===== config.mk =====
export PLATFORM = sky130hd
export DESIGN_NAME = hllc_fill_seq
export DESIGN_NICKNAME = d
export VERILOG_FILES = /design/src/rtl/hllc_pkg.sv /design/src/rtl/hllc_home_map.sv /design/src/rtl/hllc_seq_fsm.sv /design/src/rtl/hllc_move_port.sv /design/src/rtl/hllc_fill_seq.sv
export SDC_FILE = /design/constraint.sdc
export NUM_CORES = 1
export LEC_CHECK = 0
export ABC_CLOCK_PERIOD_IN_PS = 1500
export BUFFER_PORTS_ARGS = -buffer_cell sky130_fd_sc_hd__buf_2
export CAP_MARGIN = 20
export CORE_ASPECT_RATIO = 1.1
export CORE_UTILIZATION = 30
export DETAILED_ROUTE_END_ITERATION = 6
export PLACE_DENSITY_LB_ADDON = 0.05
export SYNTH_ARGS = -nofsm -noshare
export SYNTH_HDL_FRONTEND = slang
export SYNTH_SLANG_ARGS = --single-unit

===== constraint.sdc =====
create_clock -name clk -period 1.5 [get_ports clk]
set_input_delay 0.075 -clock clk [delete_from_list [all_inputs] [get_ports clk]]
set_output_delay 0.075 -clock clk [all_outputs]
set_load 0.1 [all_outputs]

===== src/rtl/hllc_pkg.sv =====
package hllc_pkg;

   typedef enum logic [2:0] {
      ST_IDLE, ST_LOCAL, ST_HOME_SHR, ST_DIR, ST_REMOTE, ST_OFFCHIP, ST_FILL, ST_DONE
   } seq_st_e;

   typedef enum logic [1:0] {
      OP_NONE     = 2'd0,
      OP_SHR2PRIV = 2'd1,
      OP_PRIV2SHR = 2'd2,
      OP_MEM2PRIV = 2'd3
   } move_op_e;

   typedef enum logic [1:0] {
      DIR_KEEP = 2'd0,
      DIR_ADD  = 2'd1,
      DIR_CLR  = 2'd2
   } dir_upd_e;

   typedef enum logic [1:0] {
      K_SHR_LOOKUP = 2'd0,
      K_DIR_LOOKUP = 2'd1,
      K_PRIV_PROBE = 2'd2
   } msg_kind_e;

   typedef enum logic [2:0] {
      SRC_LPRIV  = 3'd0,
      SRC_LSHR   = 3'd1,
      SRC_HSHR   = 3'd2,
      SRC_REMOTE = 3'd3,
      SRC_MEM    = 3'd4
   } hit_src_e;

endpackage


===== src/rtl/hllc_home_map.sv =====
module hllc_home_map #(
   parameter int LINE_W = 26,
   parameter int NODES  = 4,
   localparam int NODE_W = (NODES > 1) ? $clog2(NODES) : 1
) (
   input  logic [LINE_W-1:0] line,
   output logic [NODE_W-1:0] home
);
   localparam logic [LINE_W-1:0] NODES_L = LINE_W'(NODES);
   logic [LINE_W-1:0] rem;

   // interleave lines across nodes by the line address modulo NODES
   always_comb rem = line % NODES_L;
   assign home = rem[NODE_W-1:0];

   logic unused_hi;
   generate
      if (LINE_W > NODE_W) begin : g_hi
         assign unused_hi = ^rem[LINE_W-1:NODE_W];
      end else begin : g_nohi
         assign unused_hi = 1'b0;
      end
   endgenerate
endmodule


===== src/rtl/hllc_seq_fsm.sv =====
module hllc_seq_fsm
   import hllc_pkg::*;
#(
   parameter int LINE_W = 26,
   parameter int NODE_W = 2
) (
   input  logic              clk,
   input  logic              rst_n,
   input  logic [NODE_W-1:0] node_id,
   input  logic              req_valid,
   input  logic [LINE_W-1:0] req_line,
   input  logic [NODE_W-1:0] home_node,
   input  logic              lk_priv_hit,
   input  logic              lk_shr_hit,
   input  logic              msg_rsp_valid,
   input  logic              msg_rsp_hit,
   input  logic [NODE_W-1:0] msg_rsp_owner,
   input  logic              mem_rsp_valid,
   input  logic              vic_valid,
   input  logic [LINE_W-1:0] vic_line,
   input  logic [NODE_W-1:0] vic_home,
   output seq_st_e           state,
   output logic [LINE_W-1:0] cur_line,
   output logic [NODE_W-1:0] owner,
   output hit_src_e          src_q,
   output logic              mvq_valid,
   output move_op_e          mvq_op,
   output logic [LINE_W-1:0] mvq_line,
   output logic [NODE_W-1:0] mvq_src,
   output logic [NODE_W-1:0] mvq_dst,
   output dir_upd_e          mvq_dir,
   output logic [NODE_W-1:0] mvq_dir_node
);
   seq_st_e  nxt;
   hit_src_e src_n;
   logic [NODE_W-1:0] owner_n;

   always_comb begin
      nxt          = state;
      src_n        = src_q;
      owner_n      = owner;
      mvq_valid    = 1'b0;
      mvq_op       = OP_NONE;
      mvq_line     = cur_line;
      mvq_src      = node_id;
      mvq_dst      = node_id;
      mvq_dir      = DIR_KEEP;
      mvq_dir_node = home_node;
      unique case (state)
         ST_IDLE: if (req_valid) nxt = ST_LOCAL;
         ST_LOCAL: begin
            if (lk_priv_hit) begin
               src_n = SRC_LPRIV;
               nxt   = ST_DONE;
            end else if (lk_shr_hit) begin
               src_n     = SRC_LSHR;
               mvq_valid = 1'b1;
               mvq_op    = OP_SHR2PRIV;
               mvq_dir   = DIR_ADD;
               nxt       = ST_FILL;
            end else if (home_node == node_id) begin
               nxt = ST_DIR;          // own shared slice already searched
            end else begin
               nxt = ST_HOME_SHR;
            end
         end
         ST_HOME_SHR: if (msg_rsp_valid) begin
            if (msg_rsp_hit) begin
               src_n     = SRC_HSHR;
               mvq_valid = 1'b1;
               mvq_op    = OP_SHR2PRIV;
               mvq_src   = home_node;
               mvq_dir   = DIR_ADD;
               nxt       = ST_FILL;
            end else begin
               nxt = ST_DIR;
            end
         end
         ST_DIR: if (msg_rsp_valid) begin
            if (msg_rsp_hit) begin
               owner_n = msg_rsp_owner;
               nxt     = ST_REMOTE;
            end else begin
               nxt = ST_OFFCHIP;
            end
         end
         ST_REMOTE: if (msg_rsp_valid) begin
            if (msg_rsp_hit) begin
               src_n     = SRC_REMOTE;
               mvq_valid = 1'b1;
               mvq_op    = OP_PRIV2SHR;
               mvq_src   = owner;
               mvq_dst   = home_node;
               mvq_dir   = DIR_CLR;
               nxt       = ST_DONE;
            end else begin
               nxt = ST_OFFCHIP;
            end
         end
         ST_OFFCHIP: if (mem_rsp_valid) begin
            src_n     = SRC_MEM;
            mvq_valid = 1'b1;
            mvq_op    = OP_MEM2PRIV;
            mvq_dir   = DIR_ADD;
            nxt       = ST_FILL;
         end
         ST_FILL: begin
            if (vic_valid) begin
               mvq_valid    = 1'b1;
               mvq_op       = OP_PRIV2SHR;
               mvq_line     = vic_line;
               mvq_dst      = vic_home;
               mvq_dir      = DIR_CLR;
               mvq_dir_node = vic_home;
            end
            nxt = ST_DONE;
         end
         ST_DONE: nxt = ST_IDLE;
         default: nxt = ST_IDLE;
      endcase
   end

   always_ff @(posedge clk) begin
      if (!rst_n) begin
         state    <= ST_IDLE;
         cur_line <= '0;
         owner    <= '0;
         src_q    <= SRC_LPRIV;
      end else begin
         state <= nxt;
         src_q <= src_n;
         owner <= owner_n;
         if (state == ST_IDLE && req_valid) cur_line <= req_line;
      end
   end
endmodule


===== src/rtl/hllc_move_port.sv =====
module hllc_move_port
   import hllc_pkg::*;
#(
   parameter int LINE_W = 26,
   parameter int NODE_W = 2,
   parameter bit MV_REG = 1'b1
) (
   input  logic              clk,
   input  logic              rst_n,
   input  logic              in_valid,
   input  move_op_e          in_op,
   input  logic [LINE_W-1:0] in_line,
   input  logic [NODE_W-1:0] in_src,
   input  logic [NODE_W-1:0] in_dst,
   input  dir_upd_e          in_dir,
   input  logic [NODE_W-1:0] in_dir_node,
   output logic              mv_valid,
   output logic [1:0]        mv_op,
   output logic [LINE_W-1:0] mv_line,
   output logic [NODE_W-1:0] mv_src_node,
   output logic [NODE_W-1:0] mv_dst_node,
   output logic [1:0]        mv_dir,
   output logic [NODE_W-1:0] mv_dir_node
);
   generate
      if (MV_REG) begin : g_reg
         always_ff @(posedge clk) begin
            if (!rst_n) begin
               mv_valid    <= 1'b0;
               mv_op       <= OP_NONE;
               mv_line     <= '0;
               mv_src_node <= '0;
               mv_dst_node <= '0;
               mv_dir      <= DIR_KEEP;
               mv_dir_node <= '0;
            end else begin
               mv_valid <= in_valid;
               if (in_valid) begin
                  mv_op       <= in_op;
                  mv_line     <= in_line;
                  mv_src_node <= in_src;
                  mv_dst_node <= in_dst;
                  mv_dir      <= in_dir;
                  mv_dir_node <= in_dir_node;
               end
            end
         end
      end else begin : g_comb
         logic unused_clk;
         assign unused_clk  = clk ^ rst_n;
         assign mv_valid    = in_valid;
         assign mv_op       = in_op;
         assign mv_line     = in_line;
         assign mv_src_node = in_src;
         assign mv_dst_node = in_dst;
         assign mv_dir      = in_dir;
         assign mv_dir_node = in_dir_node;
      end
   endgenerate
endmodule


===== src/rtl/hllc_fill_seq.sv =====
module hllc_fill_seq
   import hllc_pkg::*;
#(
   parameter int LINE_W = 26,
   parameter int NODES  = 4,
   parameter bit MV_REG = 1'b1,
   localparam int NODE_W = (NODES > 1) ? $clog2(NODES) : 1
) (
   input  logic              clk,
   input  logic              rst_n,
   input  logic [NODE_W-1:0] node_id,
   input  logic              req_valid,
   input  logic [LINE_W-1:0] req_line,
   output logic              req_ready,
   output logic              rsp_valid,
   output logic [2:0]        rsp_src,
   output logic [LINE_W-1:0] line_addr,
   output logic              lk_valid,
   input  logic              lk_priv_hit,
   input  logic              lk_shr_hit,
   output logic              msg_valid,
   output logic [1:0]        msg_kind,
   output logic [NODE_W-1:0] msg_node,
   input  logic              msg_rsp_valid,
   input  logic              msg_rsp_hit,
   input  logic [NODE_W-1:0] msg_rsp_owner,
   output logic              mem_req_valid,
   input  logic              mem_rsp_valid,
   input  logic              vic_valid,
   input  logic [LINE_W-1:0] vic_line,
   output logic              mv_valid,
   output logic [1:0]        mv_op,
   output logic [LINE_W-1:0] mv_line,
   output logic [NODE_W-1:0] mv_src_node,
   output logic [NODE_W-1:0] mv_dst_node,
   output logic [1:0]        mv_dir,
   output logic [NODE_W-1:0] mv_dir_node
);
   if (NODES < 2) begin : g_chk_nodes
      $error("hllc_fill_seq: NODES must be at least 2");
   end
   if (LINE_W <= NODE_W) begin : g_chk_line
      $error("hllc_fill_seq: LINE_W must exceed the node id width");
   end

   seq_st_e           state;
   logic [LINE_W-1:0] cur_line;
   logic [NODE_W-1:0] owner, home_node, vic_home;
   hit_src_e          src_q;
   logic              mvq_valid;
   move_op_e          mvq_op;
   logic [LINE_W-1:0] mvq_line;
   logic [NODE_W-1:0] mvq_src, mvq_dst, mvq_dir_node;
   dir_upd_e          mvq_dir;

   hllc_home_map #(.LINE_W(LINE_W), .NODES(NODES)) u_home_cur (
      .line(cur_line), .home(home_node));
   hllc_home_map #(.LINE_W(LINE_W), .NODES(NODES)) u_home_vic (
      .line(vic_line), .home(vic_home));

   hllc_seq_fsm #(.LINE_W(LINE_W), .NODE_W(NODE_W)) u_fsm (
      .clk(clk), .rst_n(rst_n), .node_id(node_id),
      .req_valid(req_valid), .req_line(req_line), .home_node(home_node),
      .lk_priv_hit(lk_priv_hit), .lk_shr_hit(lk_shr_hit),
      .msg_rsp_valid(msg_rsp_valid), .msg_rsp_hit(msg_rsp_hit),
      .msg_rsp_owner(msg_rsp_owner), .mem_rsp_valid(mem_rsp_valid),
      .vic_valid(vic_valid), .vic_line(vic_line), .vic_home(vic_home),
      .state(state), .cur_line(cur_line), .owner(owner), .src_q(src_q),
      .mvq_valid(mvq_valid), .mvq_op(mvq_op), .mvq_line(mvq_line),
      .mvq_src(mvq_src), .mvq_dst(mvq_dst), .mvq_dir(mvq_dir),
      .mvq_dir_node(mvq_dir_node));

   hllc_move_port #(.LINE_W(LINE_W), .NODE_W(NODE_W), .MV_REG(MV_REG)) u_move (
      .clk(clk), .rst_n(rst_n),
      .in_valid(mvq_valid), .in_op(mvq_op), .in_line(mvq_line),
      .in_src(mvq_src), .in_dst(mvq_dst), .in_dir(mvq_dir),
      .in_dir_node(mvq_dir_node),
      .mv_valid(mv_valid), .mv_op(mv_op), .mv_line(mv_line),
      .mv_src_node(mv_src_node), .mv_dst_node(mv_dst_node),
      .mv_dir(mv_dir), .mv_dir_node(mv_dir_node));

   // port-side decode of the sequencer state
   always_comb begin
      req_ready     = (state == ST_IDLE);
      rsp_valid     = (state == ST_DONE);
      rsp_src       = src_q;
      line_addr     = cur_line;
      lk_valid      = (state == ST_LOCAL);
      mem_req_valid = (state == ST_OFFCHIP);
      msg_valid     = 1'b0;
      msg_kind      = K_SHR_LOOKUP;
      msg_node      = home_node;
      unique case (state)
         ST_HOME_SHR: msg_valid = 1'b1;
         ST_DIR: begin
            msg_valid = 1'b1;
            msg_kind  = K_DIR_LOOKUP;
         end
         ST_REMOTE: begin
            msg_valid = 1'b1;
            msg_kind  = K_PRIV_PROBE;
            msg_node  = owner;
         end
         default: ;
      endcase
   end
endmodule


After elaboration in Yosys (flattened, before gate mapping) --
Index checks and enable logic that the tools add are counted.
Storage, ports and cells: register bits 71, latch bits 0, memory bits (writable) 0, bits in read-only memories 0, input bits 65, output and inout bits 75, logic and storage cells 87, memories 0
Operators by class: add/subtract/negate cells 0, multipliers 0, divide/modulo/power cells 0, magnitude comparators 0, equality and inequality tests 16, shift-type cells 0, muxes and demuxes 52, bitwise operators 0, reductions and logical operators 8
Operators with widths (number):
- $mux W26 | 2
- $mux W3 | 15
- $mux W2 | 15
- $pmux W3 S8 | 1
- $pmux W2 S5 | 2
- $eq A3 B3 Y1 const B | 4
- $mux W1 | 12
- $ne A2 B2 Y1 const B | 6
- $pmux W2 S2 | 3
- $pmux W3 S4 | 1
- $reduce_and A7 Y1 | 1
- $eq A3 B2 Y1 const B | 2
- $reduce_and A5 Y1 | 1
- $pmux W1 S4 | 1
- $reduce_bool A4 Y1 | 1
- $eq A3 B1 Y1 const B | 1
- $logic_not A3 Y1 | 1
- $ne A3 B1 Y1 const B | 1
- $reduce_and A3 Y1 | 1
- $reduce_or A3 Y1 | 1
- $eq A2 B2 Y1 | 1
- $ne A2 B1 Y1 const B | 1
- $reduce_or A2 Y1 | 1
- $logic_and A1 B1 Y1 | 1

Longest topological paths before layout --
Gate-level depths: netlist (run 1).
depth in word-level cells 5, gate-level depth with buffers 7

Hierarchy --
From an unflattened synthesis (run 1), not the netlist that was laid out.
Second synthesis, totals: cell total of the unflattened synthesis 394, area total of the unflattened synthesis 3677.3 sq um
Modules (own cells, without submodules):
- hllc_seq_fsm | times used 1, cells each 262, area an instance 2147.1 sq um, sequential area each 680.7 sq um
- hllc_move_port | times used 1, cells each 117, area an instance 1415.1 sq um, sequential area each 740.7 sq um
- hllc_fill_seq | times used 1, cells each 11, area an instance 85.1 sq um, sequential area each 0.0 sq um
- hllc_home_map | times used 2, cells each 2, area an instance 15.0 sq um, sequential area each 0.0 sq um

Least setup slack after synthesis (run 1) --
Ideal clock, no wire load.
kind register to output, from register u_fsm.state[1], to output port msg_node[0], arrival time 3680 ps, required time 1425 ps, path slack -2255 ps, stages on the path, launching flop included 5, buffers on the path 2, path through dfxtp_1 buf_4 buf_2 nor2_1 o21ai_0
On the way: cells in the longest elaborated chain, start to end 2
RTL lines:
- start, declared | RTL line hllc_seq_fsm.sv:22 | output seq_st_e state,
- start signal, assigned | RTL line hllc_seq_fsm.sv:130 | state <= nxt;
- $eq A3 B3 Y1 | RTL line hllc_fill_seq.sv:93 | unique case (state)
- $mux W2 | RTL line hllc_fill_seq.sv:93
- end, declared | RTL line hllc_fill_seq.sv:23 | output logic [NODE_W-1:0] msg_node,
Every way passes these cells.

Worst setup path after layout (run 1) --
from register u_fsm.state[1], to register u_move.mv_line[16]
On the way: cells in the longest elaborated chain, start to end 3
RTL lines:
- $eq A3 B2 Y1 / $eq A3 B3 Y1 (equally long branches) | RTL line hllc_seq_fsm.sv:49 | unique case (state)
- $reduce_or A2 Y1 (no source line)
- $pmux W1 S4 | RTL line hllc_seq_fsm.sv:49
- end signal, assigned | RTL line hllc_move_port.sv:40 | mv_line <= in_line;
- end, declared | RTL line hllc_move_port.sv:19 | output logic [LINE_W-1:0] mv_line,
Several ways; a longest one is shown, not always the timed one. A chain may end at the register's enable or synchronous reset.

==> impl_metrics.env, run 1 <==
export IMPL_status="finished with violations"
export IMPL_failed_checks="negative setup slack"
export IMPL_end_kind="flop"
export IMPL_r2r_end="u_move.mv_line[16]"
export IMPL_min_path_type="in2reg"
export IMPL_crit_path_start_kind="flop"
export IMPL_finalHoldViolations=0
export IMPL_synth_xor_xnor_area_share_pct=0.527
export IMPL_clkSinkCount=68
export IMPL_pre_cts_slack_ns=-0.138
export IMPL_layout_common_cells="buf_2 (130), dfxtp_1 (65), nand2_1 (63)"
export IMPL_synth_edf_count=0
export IMPL_max_freq_mhz=609
export IMPL_firstDrtPassIters=4
export IMPL_wl_per_cell_um=16.3
export IMPL_crit_type="reg2reg"
export IMPL_route_detailed_drc=0
export IMPL_path_clk_slew_ns=0.06
export IMPL_final_common_cell="buf_2"
export IMPL_ys_seq_area_share_pct=40.9
export IMPL_synth_cell_types=48
export IMPL_postPlaceCellArea_um2=4580
export IMPL_gp_congestion=0.784
export IMPL_fin_cells=744
export IMPL_async_flop_share_pct=0
export IMPL_hold_end="u_fsm.cur_line[12]"
export IMPL_period_share_pct=110
export IMPL_drive_gt1_share_pct=52.6
export IMPL_synthMuxAreaShare_pct=9.03
export IMPL_ioPinCount=140
export IMPL_cts_buffers=9
export IMPL_antenna_left=0
export IMPL_cts_tree="yes"
export IMPL_initial_core_util_pct=31.4
export IMPL_synth_compound_area_share_pct=25.0
export IMPL_syn_area_um2=3320
export IMPL_core_um2=10600
export IMPL_insertion_delay_ns=0.32
export IMPL_crit_required_ns=1.70
export IMPL_synth_nets=461
export IMPL_grt_overflow=0
export IMPL_synth_area_per_cell_um2=8.40
export IMPL_synth_main_ff_cell="dfxtp_1"
export IMPL_grt_usage_pct=19.7
export IMPL_fin_nets=661
export IMPL_grt_max_degree=39
export IMPL_syn_inst=396
export IMPL_numPortBuffers=139
export IMPL_dp_cells=683
export IMPL_die_w_um=102
export IMPL_path_max_fanout=8
export IMPL_wirelength_mm=12.1
export IMPL_arrival_ns=1.85
export IMPL_antenna_found_initial=0
export IMPL_vias_per_cell=4.91
export IMPL_diodes=0
export IMPL_rsz0062_at_grt="true"
export IMPL_ys_ff_latch=68
export IMPL_synth_top_family_by_area="compound AO/OA/AOI/OAI gates"
export IMPL_drt_iter0_drc=117
export IMPL_tightest_slew_ns=0.516
export IMPL_synth_simple_gate_area_share_pct=16.4
export IMPL_ys_warn_count=0
export IMPL_holdPathStages=3
export IMPL_num_rows=39
export IMPL_clock_skew_ns=0.00818
export IMPL_hp_start="req_line[12]"
export IMPL_maxSlewHeadroom_pct=65.8
export IMPL_setup_viol=65
export IMPL_final_max_slew_viol_count=0
export IMPL_r2r_setup_slack_ns=-0.14
export IMPL_hold_worst_slack_ns=0.00431
export IMPL_r2r_start="u_fsm.state[1]"
export IMPL_post_route_cell_area_um2=5900
export IMPL_layout_min_cycle_time_ns=1.64
export IMPL_dpl_hpwl_mm=7.82
export IMPL_htreeDepth=3
export IMPL_clk_path_buf_depth=2
export IMPL_grt_pass1_vias=3585
export IMPL_fin_ws_ns=-0.143
export IMPL_synth_fa_ha_area_share_pct=0
export IMPL_root_buffer="clkbuf_16"
export IMPL_reg2regPathDepth=7
export IMPL_die_area_um2=11500
export IMPL_grt_pass1_wl_mm=17.8
export IMPL_area_growth_pct=77.5
export IMPL_maxCapViolCount=0
export IMPL_via_count=3656
export IMPL_die_h_um=112
-- worst max-delay path: stages (launching register included) --
cell	delay, ns
dfxtp_4	0.37
nand3b_1	0.21
buf_4	0.17
a32o_2	0.28
nor2_4	0.11
buf_12	0.15
clkbuf_16	0.16
a211oi_2	0.06
-- area by class of cell --
cell class              instances  area (um^2)
clock buffers                  11          253
clock inverters                 5         81.3
fillers                       997         4690
inverters                       8         33.8
multi-input cells             281         2150
flip-flops and latches         68         1370
well taps                     143          179
repair buffers                228         1830
-- per-layer routing --
metal,up-vias,routed length (um),GRT usage (%)
met4,0,136,5.33
met3,14,619,3.86
met5,-,0,0
met2,103,6090,32.9
li1,1824,-,-
met1,1715,5260,25.6
-- Yosys cell counts, types with 3 or more instances --
master | count | area, um^2
nor3_1 | 4 | 20.0
nor2_1 | 14 | 52.6
buf_6 | 5 | 56.3
a211oi_1 | 26 | 195
buf_2 | 12 | 60.1
a31oi_1 | 5 | 31.3
inv_1 | 7 | 26.3
a21boi_0 | 3 | 22.5
o21ai_0 | 9 | 45.0
and2_1 | 5 | 31.3
nand3_1 | 4 | 20.0
nor2b_1 | 3 | 18.8
dfxtp_1 | 68 | 1360
a21oi_1 | 61 | 305
o22ai_1 | 4 | 25.0
nand2b_1 | 3 | 18.8
nand2_1 | 70 | 263
clkbuf_1 | 11 | 41.3
buf_4 | 10 | 75.1
o221a_2 | 3 | 33.8
mux2i_1 | 30 | 300
-- repair_timing --
action,4_1_cts,5_1_grt
endpoints found under the hold margin,17,0
setup buffers,7,15
pin swaps,5,27
endpoints found under the setup margin,58,70
gates cloned,0,8
gates resized for setup,31,87
hold buffers,17,0
-- logic make-up (layout without fill, tap and decap cells) --
| group | Yosys count | count (layout) |
|---|---|---|
| compound gates | 130 | 130 |
| mux | 30 | 30 |
| flops | 68 | 68 |
| xor+xnor | 2 | 2 |
| buf+inv | 47 | 252 |
| simple gates | 119 | 119 |
-- sequential cells by signal, summed over array words and instances, names as in the netlist --
signal,flops
u_move.mv_src_node,2
u_move.mv_op,1
u_move.mv_dst_node,2
u_move.mv_line,25
u_fsm.state,3
u_move.mv_dir_node,1
u_move.mv_valid,1
u_fsm.cur_line,26
u_fsm.owner,2
u_fsm.src_q,3
u_move.mv_dir,2
-- worst max-delay path by stage --
stage / start / end / cells after the start
5_1_grt: u_fsm.state[1] / u_move.mv_line[16] / 7
4_1_cts: u_fsm.state[2] / u_fsm.state[0] / 5
3_3_place_gp: u_fsm.state[1] / u_move.mv_line[11] / 5
2_1_floorplan: u_fsm.state[1] / u_fsm.cur_line[0] / 6
3_5_place_dp: u_fsm.state[1] / u_move.mv_line[14] / 5
6_report: u_fsm.state[1] / u_move.mv_line[16] / 7
-- metrics by stage --
stage	util (%)	setup TNS (ns)
finish	55.7	-5.25
global route	55.7	-9.02
CTS	49.6	-3.19
detailed placement	43.3	-3.78
global placement	43.3	-2.74
floorplan	-	-15.26
Power of run 1 is left out: the tool's default activity adds up to more than one toggle a clock period on the data nets, which glitch-free logic cannot reach.
==> run 2, diff against run 1 <==
--- a/config.mk
+++ b/config.mk
@@ -5,6 +5,7 @@
 export SDC_FILE = /design/constraint.sdc
 export NUM_CORES = 1
 export LEC_CHECK = 0
+export ABC_AREA = 1
 export ABC_CLOCK_PERIOD_IN_PS = 1500
 export BUFFER_PORTS_ARGS = -buffer_cell sky130_fd_sc_hd__buf_2
 export CAP_MARGIN = 20
==> impl_metrics.env, run 2 <==
export IMPL_status="finished with violations"
export IMPL_failed_checks="negative setup slack"
export IMPL_cts_buffers=9
export IMPL_grt_max_degree=55
export IMPL_htreeDepth=3
export IMPL_crit_type="reg2out"
export IMPL_cts_tree="yes"
export IMPL_clockPowerShare_pct=14.3
export IMPL_root_buffer="clkbuf_16"
export IMPL_fillers=1187
export IMPL_leakage_nw=2.62
export IMPL_core_um2=11000
export IMPL_min_path_type="in2reg"
export IMPL_area_growth_pct=47.9
export IMPL_num_rows=40
export IMPL_grt_pass1_wl_mm=17.4
export IMPL_route_detailed_drc=0
export IMPL_insertion_delay_ns=0.33
export IMPL_dpl_hpwl_mm=7.90
export IMPL_synth_edf_count=0
export IMPL_gp_congestion=0.847
export IMPL_numPortBuffers=139
export IMPL_wirelength_mm=11.6
export IMPL_setup_viol=4
export IMPL_crit_path_start_kind="flop"
export IMPL_rsz0062_at_grt="true"
export IMPL_grt_pass1_vias=3440
export IMPL_synth_area_leaders="dfxtp_1 (40%), nand2_1 (17%), a21oi_1 (8.4%), nand3_1 (6.9%), nor2_1 (6.7%)"
export IMPL_largest_reg_flops=26
export IMPL_ys_ff_latch=68
export IMPL_crit_path_cell_trace="nor2_4 -> nand2_2 -> buf_6 -> inv_8 -> buf_6 -> o21ai_4 -> buf_12"
export IMPL_fin_ws_ns=-0.0258
export IMPL_max_freq_mhz=655
export IMPL_cp_slowest_stage_delay_ns=0.38
export IMPL_crit_required_ns=1.42
export IMPL_yosysMostFrequentCell="nand2_1"
export IMPL_grt_overflow=0
export IMPL_layout_common_cells="nand2_1 (153), buf_2 (130), dfxtp_1 (63)"
export IMPL_ys_seq_area_share_pct=39.9
export IMPL_finalHoldViolations=0
export IMPL_async_flop_share_pct=0
export IMPL_path_max_fanout=6
export IMPL_synth_main_ff_cell="dfxtp_1"
export IMPL_regMostFlops="u_fsm.cur_line"
export IMPL_wl_per_cell_um=14.0
export IMPL_drive_gt1_share_pct=32.5
export IMPL_die_w_um=104
export IMPL_antenna_found_initial=1
export IMPL_grt_usage_pct=18.7
export IMPL_sequentialPowerShare_pct=19.7
export IMPL_path_clk_slew_ns=0.06
export IMPL_internal_power_mw=5.83
export IMPL_synth_common_cells="nand2_1 (159), dfxtp_1 (68), nor2_1 (61), a21oi_1 (57), nand3_1 (47)"
export IMPL_syn_area_um2=3410
export IMPL_final_max_slew_viol_count=0
export IMPL_synth_nets=590
export IMPL_tightest_slew_ns=0.513
export IMPL_regArea_um2=1370
export IMPL_firstDrtPassIters=4
export IMPL_ioPinCount=140
export IMPL_via_count=3814
export IMPL_yosysTopAreaCellShare_pct=39.9
export IMPL_period_share_pct=102
export IMPL_critical_path_top_delay_family="buffers and inverters"
export IMPL_power_density_nw_per_um2=2720
export IMPL_antenna_left=0
export IMPL_maxSlewHeadroom_pct=66.0
export IMPL_reg_largest_list="u_fsm.cur_line x26, u_move.mv_line x25"
export IMPL_cpMostUsedCell="buf_6"
export IMPL_synth_cell_types=18
export IMPL_power_switching_mw=7.90
export IMPL_clk_path_buf_depth=2
export IMPL_die_h_um=114
export IMPL_vias_per_cell=4.61
export IMPL_arrival_ns=1.45
export IMPL_initial_core_util_pct=31.0
export IMPL_maxCapViolCount=0
export IMPL_end_kind="output port"
export IMPL_clkSinkCount=68
export IMPL_critPathSlowestCell="dfxtp_2"
export IMPL_drt_iter0_drc=225
export IMPL_fin_nets=739
export IMPL_worst_path_buf_inv=4
export IMPL_syn_inst=525
export IMPL_ys_warn_count=0
export IMPL_netlist_top_cell_by_area="dfxtp_1"
export IMPL_synth_area_per_cell_um2=6.50
export IMPL_die_area_um2=11800
export IMPL_switching_share_pct=57.6
export IMPL_ir_worst_vdd_uv=1600
export IMPL_timing_setup_tns_ns=-0.0729
export IMPL_clock_skew_ns=0.00662
export IMPL_final_common_cell="nand2_1"
export IMPL_p_comb_share_pct=65.9
export IMPL_layout_min_cycle_time_ns=1.53
export IMPL_hold_worst_slack_ns=0.00815
export IMPL_multi_input_area_um2=1820
==> run 2: cell types whose count changed after synthesis, moves of 7 or more <==
cell	change
a211oi_1	-26
buf_2	+7
buf_4	-7
inv_1	+24
mux2i_1	-30
nand2_1	+89
nand3_1	+43
nand3b_1	+23
nor2_1	+47
o21ai_0	+9
o21ai_1	+7
==> run 2: power by group through the flow <==
stage	registers, mW	logic (mW)	clock network (mW)
6_report	2.71	9.05	1.97
5_1_grt	2.78	9.55	2.10
4_1_cts	2.70	8.92	2.02
3_5_place_dp	2.72	8.69	0
3_3_place_gp	2.72	8.68	0
2_1_floorplan	6.08	3.41	0
==> run 2: cell type report <==
class	count	area share (%)
well taps	147	3.64
repair buffers	171	24.4
multi-input cells	388	36.1
clock buffers	10	4.74
inverters	36	3.00
diodes	1	0.0496
clock inverters	6	0.793
flip-flops and latches	68	27.2
==> run 2: kinds of logic after synthesis <==
| kind of cell | after synthesis | share of synthesized area, % |
|---|---|---|
| flops | 68 | 39.9 |
| compound gates | 82 | 12.0 |
| simple gates | 306 | 39.4 |
| buf+inv | 69 | 8.62 |
==> run 2: worst min-delay path, delay by kind of cell <==
family | cells | cell delay (ns)
buf+inv | 1 | 0.08
compound gates | 1 | 0.08
simple gates | 1 | 0.08
==> run 2: stage by stage <==
| step | util (%) | total power [mW] | cell area [um^2] | setup slack (ns) | instances |
|---|---|---|---|---|---|
| floorplan | - | 9.49 | 3470 | -0.0362 | 525 |
| global placement | 41.6 | 11.4 | 4580 | -0.0165 | 802 |
| detailed placement | 41.6 | 11.4 | 4580 | -0.00843 | 802 |
| CTS | 44.9 | 13.6 | 4940 | -0.0387 | 823 |
| global route | 45.8 | 14.4 | 5040 | -0.0739 | 826 |
| finish | 45.8 | 13.7 | 5050 | -0.0258 | 827 |
==> run 2: timing repair <==
action	in CTS	in global routing
setup endpoints to repair	8	60
gates resized for setup	12	12
hold buffers	0	0
pin swaps	3	5
buffers inserted	5	0
cloned	0	3
==> run 2: metal layers <==
layer	global-route usage [%]	vias to the layer above	part of all wire, %
li1	-	1992	-
met1	25.4	1711	49
met2	29.3	103	46
met3	4.63	8	4.5
met4	5.43	0	0.78
met5	0	-	0
==> run 2: worst paths after layout <==
| path | slack, ns | cells after the start | to | start |
|---|---|---|---|---|
| worst max-delay path | -0.03 | 7 | msg_node[1] | u_fsm.state[0] |
| worst min-delay path | 0.008 | 3 | u_fsm.owner[0] | msg_rsp_owner[0] |
| worst max register to register | 0.01 | 8 | u_move.mv_line[9] | u_fsm.state[0] |
| worst min register to register | 0.46 | 2 | u_fsm.cur_line[3] | u_fsm.cur_line[3] |
Power figures use the tool's default switching activity.
